--- src/rtl/atm_hdr_pkg.sv ---
package atm_hdr_pkg;

  localparam int OCT_W       = 8;
  localparam int HDR_OCTETS  = 4;
  localparam int HDR_BITS    = HDR_OCTETS * OCT_W;
  localparam int NUM_FIELDS  = 5;
  localparam int NUM_REQ     = 3;

  // request slots
  localparam int REQ_HEC  = 0;
  localparam int REQ_CRC  = 1;
  localparam int REQ_IDLE = 2;

  // header field layout, index order GFC, VPI, VCI, PT, CLP
  localparam int FLD_LSB [NUM_FIELDS] = '{28, 20, 4, 1, 0};
  localparam int FLD_W   [NUM_FIELDS] = '{4, 8, 16, 3, 1};

  localparam logic [HDR_BITS-1:0] IDLE_HDR  = 32'h0000_0001;
  localparam logic [OCT_W-1:0]    IDLE_FILL = 8'h6A;
  localparam logic [OCT_W-1:0]    HEC_COSET = 8'h55;
  localparam logic [OCT_W-1:0]    HEC_POLY  = 8'h07;
  localparam logic [OCT_W-1:0]    CRC_FLIP  = 8'h01;

  typedef enum logic [1:0] {
    MODE_48 = 2'b00,
    MODE_52 = 2'b01,
    MODE_53 = 2'b10,
    MODE_57 = 2'b11
  } cell_mode_e;

  typedef enum logic [1:0] {
    ST_WAIT = 2'd0,
    ST_SKIP = 2'd1,
    ST_RUN  = 2'd2
  } gen_state_e;

endpackage

--- src/rtl/atm_hdr_mask.sv ---
module atm_hdr_mask
  import atm_hdr_pkg::*;
(
  input  logic [NUM_FIELDS-1:0] ins_en,
  input  logic                  all_prog,
  output logic [HDR_BITS-1:0]   mask
);

  logic [HDR_BITS-1:0] part [NUM_FIELDS];

  for (genvar f = 0; f < NUM_FIELDS; f++) begin : g_fld
    localparam logic [HDR_BITS-1:0] FMASK =
      ((HDR_BITS'(1) << FLD_W[f]) - HDR_BITS'(1)) << FLD_LSB[f];
    assign part[f] = ins_en[f] ? FMASK : '0;
  end

  always_comb begin
    mask = '0;
    for (int f = 0; f < NUM_FIELDS; f++) mask |= part[f];
    if (all_prog) mask = '1;
  end

endmodule

--- src/rtl/atm_hec_calc.sv ---
module atm_hec_calc
  import atm_hdr_pkg::*;
(
  input  logic [HDR_BITS-1:0] hdr,
  output logic [OCT_W-1:0]    hec
);

  function automatic logic [OCT_W-1:0] crc8(input logic [HDR_BITS-1:0] h);
    logic [OCT_W-1:0] c;
    logic [OCT_W-1:0] b;
    c = '0;
    for (int o = HDR_OCTETS - 1; o >= 0; o--) begin
      b = h[o*OCT_W +: OCT_W];
      c = c ^ b;
      for (int k = 0; k < OCT_W; k++)
        c = c[OCT_W-1] ? ((c << 1) ^ HEC_POLY) : (c << 1);
    end
    return c;
  endfunction

  assign hec = crc8(hdr) ^ HEC_COSET;

endmodule

--- src/rtl/atm_req_flag.sv ---
module atm_req_flag (
  input  logic clk,
  input  logic rst,
  input  logic set,
  input  logic take,
  output logic pend
);

  always_ff @(posedge clk) begin
    if (rst)       pend <= 1'b0;
    else if (set)  pend <= 1'b1;
    else if (take) pend <= 1'b0;
  end

endmodule

--- src/rtl/atm_hdr_gen.sv ---
module atm_hdr_gen
  import atm_hdr_pkg::*;
#(
  parameter int PAYLOAD_OCTETS = 48,
  parameter int PREFIX_OCTETS  = 4
) (
  input  logic        clk,
  input  logic        rst,
  input  logic [1:0]  cfg_mode,
  input  logic [4:0]  cfg_ins,
  input  logic        cfg_hec_pass,
  input  logic        cfg_crc_pass,
  input  logic [7:0]  cfg_hec_mask,
  input  logic [3:0]  prog_gfc,
  input  logic [7:0]  prog_vpi,
  input  logic [15:0] prog_vci,
  input  logic [2:0]  prog_pt,
  input  logic        prog_clp,
  input  logic        req_hec_err,
  input  logic        req_crc_err,
  input  logic        req_idle,
  input  logic        in_valid,
  input  logic        in_sop,
  input  logic [7:0]  in_data,
  output logic        in_ready,
  output logic        out_valid,
  output logic        out_sop,
  output logic [7:0]  out_data
);

  localparam int CELL_LEN = HDR_OCTETS + 1 + PAYLOAD_OCTETS;
  localparam int POS_W    = $clog2(CELL_LEN);
  localparam int SKIP_W   = (PREFIX_OCTETS > 1) ? $clog2(PREFIX_OCTETS) : 1;
  localparam logic [POS_W-1:0]  POS_HEC   = POS_W'(HDR_OCTETS);
  localparam logic [POS_W-1:0]  POS_LAST  = POS_W'(CELL_LEN - 1);
  localparam logic [SKIP_W-1:0] SKIP_LAST = SKIP_W'(PREFIX_OCTETS - 1);

  gen_state_e          st_q;
  cell_mode_e          mode_q;
  logic [POS_W-1:0]    pos_q;
  logic [SKIP_W-1:0]   skip_q;
  logic                idle_q;
  logic [HDR_BITS-1:0] hdr_q;

  logic [HDR_BITS-1:0] prog_hdr;
  logic [HDR_BITS-1:0] fld_mask;
  logic [OCT_W-1:0]    hec_val;
  logic [NUM_REQ-1:0]  req_set, req_take, pend;

  logic             in_hdr_pos, need_in, step;
  logic             gen_hec, hec_err_now, crc_err_now;
  logic [1:0]       hsel;
  logic [4:0]       hshift;
  logic [OCT_W-1:0] prog_b, mask_b, idle_b, oct;

  assign prog_hdr = {prog_gfc, prog_vpi, prog_vci, prog_pt, prog_clp};

  atm_hdr_mask u_mask (
    .ins_en   (cfg_ins),
    .all_prog (mode_q == MODE_48),
    .mask     (fld_mask)
  );

  atm_hec_calc u_hec (
    .hdr (hdr_q),
    .hec (hec_val)
  );

  assign req_set = {req_idle, req_crc_err, req_hec_err};

  for (genvar r = 0; r < NUM_REQ; r++) begin : g_req
    atm_req_flag u_flag (
      .clk  (clk),
      .rst  (rst),
      .set  (req_set[r]),
      .take (req_take[r]),
      .pend (pend[r])
    );
  end

  // which octets of the current slot come from the input
  assign in_hdr_pos = (pos_q < POS_HEC);

  always_comb begin
    need_in = 1'b0;
    if (!idle_q) begin
      if (in_hdr_pos)           need_in = (mode_q != MODE_48);
      else if (pos_q == POS_HEC) need_in = (mode_q == MODE_53) || (mode_q == MODE_57);
      else                      need_in = 1'b1;
    end
  end

  always_comb begin
    case (st_q)
      ST_WAIT: in_ready = !pend[REQ_IDLE] && !in_sop;
      ST_SKIP: in_ready = 1'b1;
      ST_RUN:  in_ready = need_in;
      default: in_ready = 1'b0;
    endcase
  end

  assign step = (st_q == ST_RUN) && (!need_in || in_valid);

  assign gen_hec     = idle_q || (mode_q == MODE_48) || (mode_q == MODE_52) || !cfg_hec_pass;
  assign hec_err_now = pend[REQ_HEC] && !idle_q && gen_hec;
  assign crc_err_now = pend[REQ_CRC] && !idle_q && !cfg_crc_pass;

  assign req_take[REQ_HEC]  = step && (pos_q == POS_HEC) && hec_err_now;
  assign req_take[REQ_CRC]  = step && (pos_q == POS_LAST) && crc_err_now;
  assign req_take[REQ_IDLE] = (st_q == ST_WAIT) && pend[REQ_IDLE];

  // header octet select, octet 1 holds the most significant bits
  assign hsel   = 2'(HDR_OCTETS - 1) - pos_q[1:0];
  assign hshift = {hsel, 3'b000};

  always_comb begin
    prog_b = OCT_W'(prog_hdr >> hshift);
    mask_b = OCT_W'(fld_mask >> hshift);
    idle_b = OCT_W'(IDLE_HDR >> hshift);
  end

  always_comb begin
    if (in_hdr_pos) begin
      oct = idle_q ? idle_b : ((in_data & ~mask_b) | (prog_b & mask_b));
    end else if (pos_q == POS_HEC) begin
      oct = gen_hec ? (hec_val ^ (hec_err_now ? cfg_hec_mask : '0)) : in_data;
    end else begin
      oct = idle_q ? IDLE_FILL : in_data;
      if ((pos_q == POS_LAST) && crc_err_now) oct = oct ^ CRC_FLIP;
    end
  end

  always_ff @(posedge clk) begin
    if (rst) begin
      st_q      <= ST_WAIT;
      mode_q    <= MODE_53;
      pos_q     <= '0;
      skip_q    <= '0;
      idle_q    <= 1'b0;
      hdr_q     <= '0;
      out_valid <= 1'b0;
      out_sop   <= 1'b0;
      out_data  <= '0;
    end else begin
      out_valid <= 1'b0;
      out_sop   <= 1'b0;
      case (st_q)
        ST_WAIT: begin
          pos_q <= '0;
          if (pend[REQ_IDLE]) begin
            idle_q <= 1'b1;
            st_q   <= ST_RUN;
          end else if (in_valid && in_sop) begin
            idle_q <= 1'b0;
            mode_q <= cell_mode_e'(cfg_mode);
            skip_q <= '0;
            st_q   <= (cell_mode_e'(cfg_mode) == MODE_57) ? ST_SKIP : ST_RUN;
          end
        end
        ST_SKIP: begin
          if (in_valid) begin
            skip_q <= skip_q + 1'b1;
            if (skip_q == SKIP_LAST) st_q <= ST_RUN;
          end
        end
        ST_RUN: begin
          if (step) begin
            out_valid <= 1'b1;
            out_sop   <= (pos_q == '0);
            out_data  <= oct;
            if (in_hdr_pos) hdr_q <= {hdr_q[HDR_BITS-OCT_W-1:0], oct};
            if (pos_q == POS_LAST) begin
              st_q   <= ST_WAIT;
              idle_q <= 1'b0;
            end else begin
              pos_q <= pos_q + 1'b1;
            end
          end
        end
        default: st_q <= ST_WAIT;
      endcase
    end
  end

endmodule

--- config.mk ---
export PLATFORM = sky130hd
export DESIGN_NAME = atm_hdr_gen
export DESIGN_NICKNAME = d
export VERILOG_FILES = /design/src/rtl/atm_hdr_pkg.sv /design/src/rtl/atm_hdr_mask.sv /design/src/rtl/atm_hec_calc.sv /design/src/rtl/atm_req_flag.sv /design/src/rtl/atm_hdr_gen.sv
export SDC_FILE = /design/constraint.sdc
export NUM_CORES = 1
export LEC_CHECK = 0
export BUFFER_PORTS_ARGS = -buffer_cell sky130_fd_sc_hd__buf_2
export CAP_MARGIN = 20
export CORE_MARGIN = 2
export CORE_UTILIZATION = 35
export CTS_BUF_LIST = sky130_fd_sc_hd__clkbuf_8
export CTS_CLUSTER_SIZE = 8
export DETAILED_ROUTE_END_ITERATION = 10
export PLACE_DENSITY = 0.69
export SYNTH_ARGS = -nofsm -noshare
export SYNTH_HDL_FRONTEND = slang
export SYNTH_SLANG_ARGS = --single-unit
--- constraint.sdc ---
create_clock -name clk -period 2.4 [get_ports clk]
set_input_delay 0.24 -clock clk [delete_from_list [all_inputs] [get_ports clk]]
set_output_delay 0.24 -clock clk [all_outputs]
set_load 0.005 [all_outputs]
==> flow_summary.ini <==
[outcome]
outcome = complete, but fails checks
violations = negative setup slack

[timing]
period_needed_ns = 2.52
final.setup_skew_ns = 0.0104
clock.fmax_ghz = 0.396
relSlewSlack_pct = 62.0
worst_slack_ns = -0.123
worst_pin_slew_ns = 0.563
hold_viol = 0
setup_violations = 7
fin_crit_sh_pct = 105
rsz0062_at_grt = yes
drv_slew = 0
hold-worst-slack_ns = 0.0979

[setup_path]
max_stage_delay_ns = 0.50
cp-start-kind = flop
worstPathRequired_ns = 2.66
crit_top_cell = xnor2_1
critPathKind = flop to flop
critPathCaptureType = flop
crit_slowest_cell = xor3_2
crit_fanout = 2
worstPathCellList = xor3_2, xor2_2, xnor2_1, xnor3_2, xnor2_1, or3_1, a311oi_2
cp.arrival_ns = 2.78

[finish]
antenna_cells = 0
synthToLayoutAreaGrowth_pct = 37.4
drive_gt1_share_pct = 40.0
fin_nets = 624

[floorplan]
core_um2 = 11300
start_util_pct = 35.4
chipHeight_um = 111
fp-row-count = 39
die_x_um = 111
dieArea_um2 = 12300
io-pin-count = 75

[yosys]
synthesis.nets = 502
synth_compound_area_share_pct = 13.6
synth_mux_area_share_pct = 8.12
ys_ff_latch = 58
synthSimpleGateAreaFrac_pct = 17.5
netlist_instances = 435
synth_adder_area_share_pct = 0.940
synth-async-reset-ratio_pct = 0
synth_xor_xnor_area_share_pct = 27.5
ys_seq_area_share_pct = 29.1
synth-edff-count = 0
ys.flop_type = dfxtp_1
synth_top_family_by_area = XOR/XNOR gates
avgSynthCellArea_um2 = 9.18
ys_types = 54
synth_warnings = 0
synth_area_um2 = 3990

[detailed_routing]
drtPass1Iterations = 5
wire_per_inst_um = 16.3
postRouteAntennaNets = 0
drc_errors = 0
wl_um = 11500
via_per_inst = 5.12
drtIter0Drc = 222
route.vias.total = 3609

[clock_network]
cts_hold_buf = 0
ctsRootBufferMaster = clkbuf_8
clockBufferDepth = 2
clock_sinks = 58
cts_tree = built
htree_num_levels = 3
insertion_delay_ns = 0.35
clk_pin_slew_ns = 0.07
cts_buffers = 9

[hold_path]
min_path_type = primary input to flop

[global_routing]
grt_max_degree = 31
grt_pass1_wl_um = 18300
antenna_found_initial = 0
gr-total-overflow = 0
grt.total_usage_pct = 18.7
grt_pass1_vias = 3573

[run]
max_cap_violations = 0

[power]
ir_drop_uv = 318
total_power_w = 0.00310
power.leakage_nw = 2.35
power_density_nw_per_um2 = 566

[placed_design]
numPortBuffers = 74
finalWeightedCongestion = 0.862
dp_hpwl_um = 8540
dp_slack_ns = -0.166
==> state kept, by name, summed over array words and instances (netlist names) <==
| register | count |
|---|---|
| st_q | 2 |
| g_req.u_flag.pend | 3 |
| hdr_q | 32 |
| out_valid | 1 |
| idle_q | 1 |
| skip_q | 2 |
| out_data | 8 |
| mode_q | 2 |
| out_sop | 1 |
| pos_q | 6 |
==> layout by cell type, fill, tap and decap left out, types with 3 or more instances in the layout <==
| master | netlist | layout |
|---|---|---|
| a311oi_1 | 4 | 3 |
| xor2_1 | 13 | 7 |
| mux2i_1 | 11 | 11 |
| o21ai_0 | 8 | 8 |
| xnor2_4 | 0 | 8 |
| nand3_1 | 6 | 6 |
| inv_1 | 4 | 5 |
| nor2_1 | 37 | 37 |
| buf_6 | 0 | 7 |
| mux4_2 | 8 | 8 |
| nand2b_1 | 4 | 4 |
| a21oi_1 | 46 | 45 |
| or3_1 | 6 | 6 |
| mux2_2 | 3 | 3 |
| xnor2_1 | 34 | 20 |
| xnor3_1 | 18 | 14 |
| xnor3_2 | 3 | 7 |
| o21ai_1 | 3 | 3 |
| xnor2_2 | 5 | 11 |
| dfxtp_4 | 0 | 5 |
| clkbuf_8 | 0 | 10 |
| buf_2 | 6 | 74 |
| buf_4 | 0 | 53 |
| xor2_2 | 2 | 8 |
| nor3_1 | 7 | 7 |
| dfxtp_1 | 58 | 46 |
| dfxtp_2 | 0 | 7 |
| nand2_1 | 72 | 72 |
| o22ai_1 | 4 | 4 |
| a211oi_1 | 5 | 3 |
| buf_12 | 0 | 3 |
| o211ai_1 | 4 | 4 |
| nor2b_1 | 6 | 6 |
==> per-stage QoR <==
step                      instance area, um^2  instances  TNS [ns]  utilization, %
after floorplan                          4000        435         0               -
final                                    5490        705    -0.279            48.7
after global placement                   4840        677    -0.219            43.0
after global routing                     5490        705     -1.09            48.7
after detailed placement                 4840        677    -0.700            43.0
after CTS                                5280        702    -0.316            46.8
==> power breakdown <==
part | switching [W] | internal [W]
sequential | 0.0000639 | 0.00101
combinational | 0.000479 | 0.000525
clock | 0.000418 | 0.000605
total | 0.000961 | 0.00214
==> area by class of cell <==
cell class	instances	area (um^2)
fillers	1025	5780
multi-input cells	345	2970
flip-flops and latches	58	1190
repair buffers	137	907
well taps	143	179
clock buffers	10	138
clock inverters	6	81.3
inverters	6	22.5
==> per-layer routing <==
metal	wire, um	GRT usage (%)	vias to the layer above
met2	5930	33.1	116
met3	601	4.54	18
met1	4710	22.1	1737
li1	-	-	1738
met4	271	6.58	0
met5	0	0	-
==> cells by family after synthesis <==
logic type | count (synthesis)
flops | 58
mux | 22
xor+xnor | 79
fa+ha+maj | 3
buf+inv | 32
compound gates | 87
simple gates | 154
==> synth_stat cells, types with 3 or more instances <==
cell	count	area share (%)
a311oi_1	4	0.88
mux2_2	3	0.85
ha_1	3	0.94
nand2_1	72	6.8
buf_2	6	0.75
nand2b_1	4	0.63
inv_1	4	0.38
o211ai_1	4	0.75
nor3_1	7	0.88
xnor3_2	3	1.8
xnor3_1	18	10
or3_1	6	0.94
nand3_1	6	0.75
nor2b_1	6	0.94
a21oi_1	46	5.8
xnor2_1	34	7.5
o21ai_0	8	1.0
xnor2_2	5	2.0
mux2i_1	11	2.8
xor2_1	13	2.9
clkbuf_1	20	1.9
o21ai_1	3	0.38
dfxtp_1	58	29
nor2_1	37	3.5
mux4_2	8	4.5
a211oi_1	5	0.94
o22ai_1	4	0.63
==> critical path, delay by kind of cell, from the launching register on <==
kind / cells / cell delay (ns)
flip-flops: 1 / 0.34
XOR/XNOR: 5 / 1.58
AO/OA/AOI/OAI: 1 / 0.19
AND/OR/NAND/NOR: 1 / 0.33
==> path summary, 6_finish.rpt <==
path                                   from              endpoint  slack [ns]  depth (start not counted)
worst max-delay path              hdr_q[18]           out_data[4]       -0.12                          7
worst min-delay path            req_hec_err  g_req[0].u_flag.pend         0.1                          3
worst max register to register    hdr_q[18]           out_data[4]       -0.12                          7
worst min register to register    skip_q[1]             skip_q[1]        0.47                          2
==> timing repair <==
item | in CTS | in global routing
endpoints found under the hold margin | 0 | 0
buffers inserted | 9 | 3
endpoints found under the setup margin | 9 | 21
gates resized for setup | 26 | 35
pin swaps | 24 | 15
Power figures use the tool's default switching activity.
